File: config.mk
export PLATFORM = sky130hd
export DESIGN_NAME = seg_xlat
export DESIGN_NICKNAME = d
export VERILOG_FILES = /design/src/rtl/seg_xlat_pkg.sv /design/src/rtl/seg_entry_chk.sv /design/src/rtl/seg_addr_unit.sv /design/src/rtl/seg_xlat.sv
export SDC_FILE = /design/constraint.sdc
export NUM_CORES = 1
export LEC_CHECK = 0
export ABC_AREA = 1
export BUFFER_PORTS_ARGS = -buffer_cell sky130_fd_sc_hd__buf_4
export CAP_MARGIN = 20
export CORE_MARGIN = 4
export CORE_UTILIZATION = 29
export CTS_CLUSTER_DIAMETER = 30
export DETAILED_ROUTE_END_ITERATION = 10
export HOLD_SLACK_MARGIN = 0.1
export PLACE_DENSITY_LB_ADDON = 0.25
export SYNTH_ARGS = -nofsm -noshare
export SYNTH_HDL_FRONTEND = slang
export SYNTH_SLANG_ARGS = --single-unit
File: constraint.sdc
create_clock -name clk -period 5.8 [get_ports clk]
set_input_delay 0.87 -clock clk [delete_from_list [all_inputs] [get_ports clk]]
set_output_delay 0.87 -clock clk [all_outputs]
set_load 0.1 [all_outputs]
File: src/rtl/seg_xlat_pkg.sv
package seg_xlat_pkg;

    typedef enum logic [2:0] {
        CAUSE_NONE    = 3'd0,
        CAUSE_RANGE   = 3'd1,
        CAUSE_INVALID = 3'd2,
        CAUSE_PROT    = 3'd3,
        CAUSE_LIMIT   = 3'd4
    } cause_e;

    typedef enum logic [1:0] {
        ST_IDLE = 2'd0,
        ST_RD0  = 2'd1,
        ST_RD1  = 2'd2,
        ST_RESP = 2'd3
    } state_e;

    localparam logic [1:0] ACC_READ  = 2'd0;
    localparam logic [1:0] ACC_WRITE = 2'd1;
    localparam logic [1:0] ACC_EXEC  = 2'd2;

    // flag positions inside the entry control word
    localparam int FLAG_VALID = 31;
    localparam int FLAG_RD    = 30;
    localparam int FLAG_WR    = 29;
    localparam int FLAG_EX    = 28;

endpackage

File: src/rtl/seg_entry_chk.sv
module seg_entry_chk
    import seg_xlat_pkg::*;
#(
    parameter int OFF_W = 24
) (
    input  logic [3:0]       flags,
    input  logic [OFF_W-1:0] limit,
    input  logic [1:0]       acc,
    input  logic [OFF_W-1:0] off,
    output cause_e           cause
);
    // flags = control word bits [31:28]
    localparam int F_V = FLAG_VALID - 28;
    localparam int F_R = FLAG_RD - 28;
    localparam int F_W = FLAG_WR - 28;
    localparam int F_X = FLAG_EX - 28;

    logic allowed;

    always_comb begin
        case (acc)
            ACC_READ:  allowed = flags[F_R];
            ACC_WRITE: allowed = flags[F_W];
            ACC_EXEC:  allowed = flags[F_X];
            default:   allowed = 1'b0;
        endcase
    end

    always_comb begin
        if (!flags[F_V])         cause = CAUSE_INVALID;
        else if (!allowed)       cause = CAUSE_PROT;
        else if (off >= limit)   cause = CAUSE_LIMIT;
        else                     cause = CAUSE_NONE;
    end

endmodule

File: src/rtl/seg_addr_unit.sv
module seg_addr_unit #(
    parameter int SEG_W = 6,
    parameter int OFF_W = 24
) (
    input  logic [31:0]      tbl_base,
    input  logic [SEG_W-1:0] seg,
    input  logic [31:0]      seg_base,
    input  logic [OFF_W-1:0] off,
    output logic [31:0]      entry_addr,
    output logic [31:0]      phys
);
    localparam int ENT_SHIFT = 3;               // two 32-bit words per entry
    localparam int PAD_SEG   = 32 - SEG_W - ENT_SHIFT;
    localparam int PAD_OFF   = 32 - OFF_W;

    assign entry_addr = tbl_base + {{PAD_SEG{1'b0}}, seg, {ENT_SHIFT{1'b0}}};
    assign phys       = seg_base + {{PAD_OFF{1'b0}}, off};

endmodule

File: src/rtl/seg_xlat.sv
module seg_xlat
    import seg_xlat_pkg::*;
#(
    parameter int SEG_W = 6,
    parameter int OFF_W = 24
) (
    input  logic             clk,
    input  logic             rst_n,
    input  logic [31:0]      tbl_base,
    input  logic [SEG_W:0]   tbl_len,
    input  logic             start,
    input  logic [SEG_W-1:0] seg_num,
    input  logic [OFF_W-1:0] offset,
    input  logic [1:0]       acc_kind,
    output logic             busy,
    output logic             mem_rd,
    output logic [31:0]      mem_addr,
    input  logic             mem_rvalid,
    input  logic [31:0]      mem_rdata,
    output logic             done,
    output logic             fault,
    output logic [2:0]       cause,
    output logic [31:0]      phys_addr
);
    localparam logic [31:0] WORD_STEP = 32'd4;

    typedef struct packed {
        state_e           st;
        logic [SEG_W-1:0] seg;
        logic [OFF_W-1:0] off;
        logic [1:0]       acc;
        logic [31:0]      base;
        logic             rd;
        logic [31:0]      rd_addr;
        logic             done;
        cause_e           cause;
        logic [31:0]      phys;
    } regs_t;

    regs_t q, d;

    logic [31:0] entry_addr;
    logic [31:0] phys_sum;
    cause_e      entry_cause;
    logic        range_bad;

    seg_addr_unit #(.SEG_W(SEG_W), .OFF_W(OFF_W)) u_addr (
        .tbl_base   (tbl_base),
        .seg        (seg_num),
        .seg_base   (q.base),
        .off        (q.off),
        .entry_addr (entry_addr),
        .phys       (phys_sum)
    );

    seg_entry_chk #(.OFF_W(OFF_W)) u_chk (
        .flags (mem_rdata[31:28]),
        .limit (mem_rdata[OFF_W-1:0]),
        .acc   (q.acc),
        .off   (q.off),
        .cause (entry_cause)
    );

    assign range_bad = ({1'b0, seg_num} >= tbl_len);

    always_comb begin
        d      = q;
        d.rd   = 1'b0;
        d.done = 1'b0;
        case (q.st)
            ST_IDLE: begin
                if (start) begin
                    d.seg = seg_num;
                    d.off = offset;
                    d.acc = acc_kind;
                    if (range_bad) begin
                        d.cause = CAUSE_RANGE;
                        d.phys  = '0;
                        d.done  = 1'b1;
                        d.st    = ST_RESP;
                    end else begin
                        d.rd      = 1'b1;
                        d.rd_addr = entry_addr;
                        d.st      = ST_RD0;
                    end
                end
            end
            ST_RD0: begin
                if (mem_rvalid) begin
                    d.base    = mem_rdata;
                    d.rd      = 1'b1;
                    d.rd_addr = q.rd_addr + WORD_STEP;
                    d.st      = ST_RD1;
                end
            end
            ST_RD1: begin
                if (mem_rvalid) begin
                    d.cause = entry_cause;
                    d.phys  = (entry_cause == CAUSE_NONE) ? phys_sum : '0;
                    d.done  = 1'b1;
                    d.st    = ST_RESP;
                end
            end
            default: begin
                d.st = ST_IDLE;
            end
        endcase
    end

    always_ff @(posedge clk) begin
        if (!rst_n) begin
            q <= '{st: ST_IDLE, cause: CAUSE_NONE, default: '0};
        end else begin
            q <= d;
        end
    end

    assign busy      = (q.st != ST_IDLE);
    assign mem_rd    = q.rd;
    assign mem_addr  = q.rd_addr;
    assign done      = q.done;
    assign cause     = q.cause;
    assign fault     = (q.cause != CAUSE_NONE);
    assign phys_addr = q.phys;

endmodule

==> flow_metrics.env <==
export IMPL_core_area_mm2=0.03345
export IMPL_rsz0062_at_grt="no"
export IMPL_yosys_warnings=0
export IMPL_critPathCaptureType="flip-flop"
export IMPL_drv_cap=0
export IMPL_layout_nets=1817
export IMPL_path_clk_slew_ns=0.06
export IMPL_dr_first_iter_drc_count=541
export IMPL_reg2reg_depth=10
export IMPL_startpoint="tbl_len[5]"
export IMPL_hold_class="flip-flop to flip-flop"
export IMPL_worstMarginPinSlew_ns=1.024
export IMPL_finalCritPeriodShare=0.5413
export IMPL_synth_area_mm2=0.009793
export IMPL_grt_first_pass_wirelength_um=52330
export IMPL_vias=9912
export IMPL_powerDensity_mw_per_mm2=387.5
export IMPL_clk_latency_ns=0.44
export IMPL_htreeDepth=4
export IMPL_drv_slew=0
export IMPL_yosysSeqAreaShare=0.2637
export IMPL_postCtsSetupRepairBufs=0
export IMPL_die_w_um=191.8
export IMPL_cts_sink_count=129
export IMPL_worstSetupPathType="input port to flip-flop"
export IMPL_fmax_mhz=318.5
export IMPL_min_period_ns=3.139
export IMPL_routabilityCongestion=0.8838
export IMPL_irDropWorstVdd_v=0.0001991
export IMPL_die_y_um=191.8
export IMPL_crit_arrival_ns=3.46
export IMPL_relSlewSlack=0.3159
export IMPL_dr_pass1_iters=5
export IMPL_grt_pass1_vias=9766
export IMPL_p_leak_nw=5.649
export IMPL_syn_mean_instance_area_um2=6.306
export IMPL_setup_tns_ns=0
export IMPL_syn_to_final_growth_pct=18.45
export IMPL_synthCells=1553
export IMPL_postCtsHoldBufs=0
export IMPL_outcome="complete, no violations"
export IMPL_rows=67
export IMPL_r2r_start="q[134]$_SDFFE_PN0P_"
export IMPL_fin_worst_skew_ns=0.01401
export IMPL_drt_total_wl_um=32910
export IMPL_detail_route_antenna_nets=0
export IMPL_final_cell_mix="372 x nand2_1, 194 x inv_1, 180 x buf_4"
export IMPL_r2r_slack_ns=2.84
export IMPL_endpoint="mem_addr[20]$_SDFFE_PN0P_"
export IMPL_wl_per_cell_um=15.65
export IMPL_crit_path_start_kind="input port"
export IMPL_drive_gt1_frac=0.1420
export IMPL_ys_types=45
export IMPL_rr_endpoint="mem_addr[20]$_SDFFE_PN0P_"
export IMPL_crit_path_max_fanout=47
export IMPL_antenna_found_initial=4
export IMPL_setup_viol=0
export IMPL_diodes=0
export IMPL_syn_nets=1727
export IMPL_layout_setup_ws_ns=2.661
export IMPL_start_util=0.2928
export IMPL_cts_tree="built"
export IMPL_dp_hpwl_um=26200
export IMPL_cts_resized=0
export IMPL_clk_path_buf_depth=2
export IMPL_dp_slack_ns=2.262
export IMPL_routed_via_density=4.713
export IMPL_grt_max_degree=96
export IMPL_portBuffers=177
export IMPL_ys_seq_elements=129
export IMPL_mostFrequentLayoutCell="nand2_1"
export IMPL_cts_inserted_buffers=17
export IMPL_cp_required_ns=6.12
export IMPL_cts_root_buf="clkbuf_16"
export IMPL_hold_viol_final=0
export IMPL_holdPathStages=2
export IMPL_drc=0
export IMPL_die_area_mm2=0.03677
export IMPL_globalRoute_totalOverflow=0
export IMPL_io_pins=178
export IMPL_grtUsageTotal=0.1805
through the flow:
| step | hold WS, ns | area [µm²] | instances | utilization | total power, mW |
|---|---|---|---|---|---|
| after floorplan | 0.4440 | 9793 | 1553 | - | 2.919 |
| after global placement | 0.4561 | 10990 | 2072 | 0.3287 | 3.385 |
| after detailed placement | 0.4572 | 10990 | 2072 | 0.3287 | 3.393 |
| after CTS | 0.4674 | 11600 | 2103 | 0.3468 | 4.547 |
| after global routing | 0.4816 | 11600 | 2103 | 0.3468 | 4.818 |
| final | 0.4640 | 11600 | 2103 | 0.3468 | 4.495 |
cell usage after synthesis (all sizes together):
master / count / area (µm²)
nand2: 375 / 1420
inv: 198 / 743.2
nor2: 174 / 675.7
a21oi: 140 / 704.4
dfxtp: 129 / 2582
o21ai: 120 / 604.3
nand3: 102 / 520.5
buf: 86 / 630.6
ha: 65 / 813.3
nor3: 30 / 171.4
xor2: 24 / 210.2
clkbuf: 23 / 86.33
nand4: 21 / 131.4
nand3b: 12 / 90.09
o21bai: 6 / 45.04
or2: 6 / 37.54
xnor2: 6 / 52.55
a211oi: 5 / 42.54
a31oi: 5 / 31.28
and2: 4 / 25.02
nor4: 4 / 25.02
o211ai: 3 / 22.52
a21o: 2 / 15.01
a22oi: 2 / 15.01
clkinv: 2 / 7.510
fa: 2 / 40.04
o22ai: 2 / 12.51
and3: 1 / 6.260
nor3b: 1 / 7.510
o211a: 1 / 10.01
o31ai: 1 / 7.510
or3: 1 / 6.260
registers in the layout (all words and copies together) (netlist names):
register / flops
phys_addr: 32
mem_addr: 32
done: 1
mem_rd: 1
q: 60
cause: 3
area by class of cell:
class                           instances  area (µm²)
Timing Repair Buffer                  180        1351
Tap cell                              448       560.5
Clock buffer                           17       425.4
Multi-Input combinational cell       1115        5749
Fill cell                            3708       21850
Clock inverter                         14       180.2
Sequential cell                       129        2582
Inverter                              200       750.7
critical path, cell delays in order:
cell	delay, ns
buf_4	0.07
inv_1	0.03
ha_1	0.31
a21oi_1	0.15
nand2_1	0.06
nand2_1	0.07
nand3_2	0.21
nand2_1	0.12
nand2_1	0.36
inv_2	0.71
o21ai_0	0.23
a21oi_1	0.18
nor2_1	0.05
power breakdown:
| group | total [mW] | switching [mW] | internal, mW |
|---|---|---|---|
| sequential | 1.28 | 0.204 | 1.07 |
| clock | 1.13 | 0.447 | 0.681 |
| combinational | 2.09 | 1.52 | 0.574 |
per-layer routing:
layer	GRT usage	wire [µm]
met1	0.2231	14650
met2	0.3211	16150
met3	0.03889	1602
met4	0.04033	439
met5	0	68
worst min-delay path by stage:
stage	startpoint	end	slack (ns)
finish	phys_addr[16]$_SDFFE_PN0P_	phys_addr[16]$_SDFFE_PN0P_	0.46
global route	phys_addr[15]$_SDFFE_PN0P_	phys_addr[15]$_SDFFE_PN0P_	0.48
CTS	phys_addr[5]$_SDFFE_PN0P_	phys_addr[5]$_SDFFE_PN0P_	0.47
detailed placement	phys_addr[5]$_SDFFE_PN0P_	phys_addr[5]$_SDFFE_PN0P_	0.46
global placement	phys_addr[20]$_SDFFE_PN0P_	phys_addr[20]$_SDFFE_PN0P_	0.46
floorplan	mem_addr[1]$_SDFFE_PN0P_	mem_addr[1]$_SDFFE_PN0P_	0.44
cell families (layout without fill, tap and decap cells):
group	after synthesis	after routing	share of synthesized area
AO/OA/AOI/OAI	287	287	0.1542
XOR/XNOR	30	30	0.02683
adder cells (fa/ha/maj)	67	67	0.08713
buffers and inverters	309	411	0.1499
flip-flops	129	129	0.2637
AND/OR/NAND/NOR	731	731	0.3183
(Power assumes the default switching activity.)
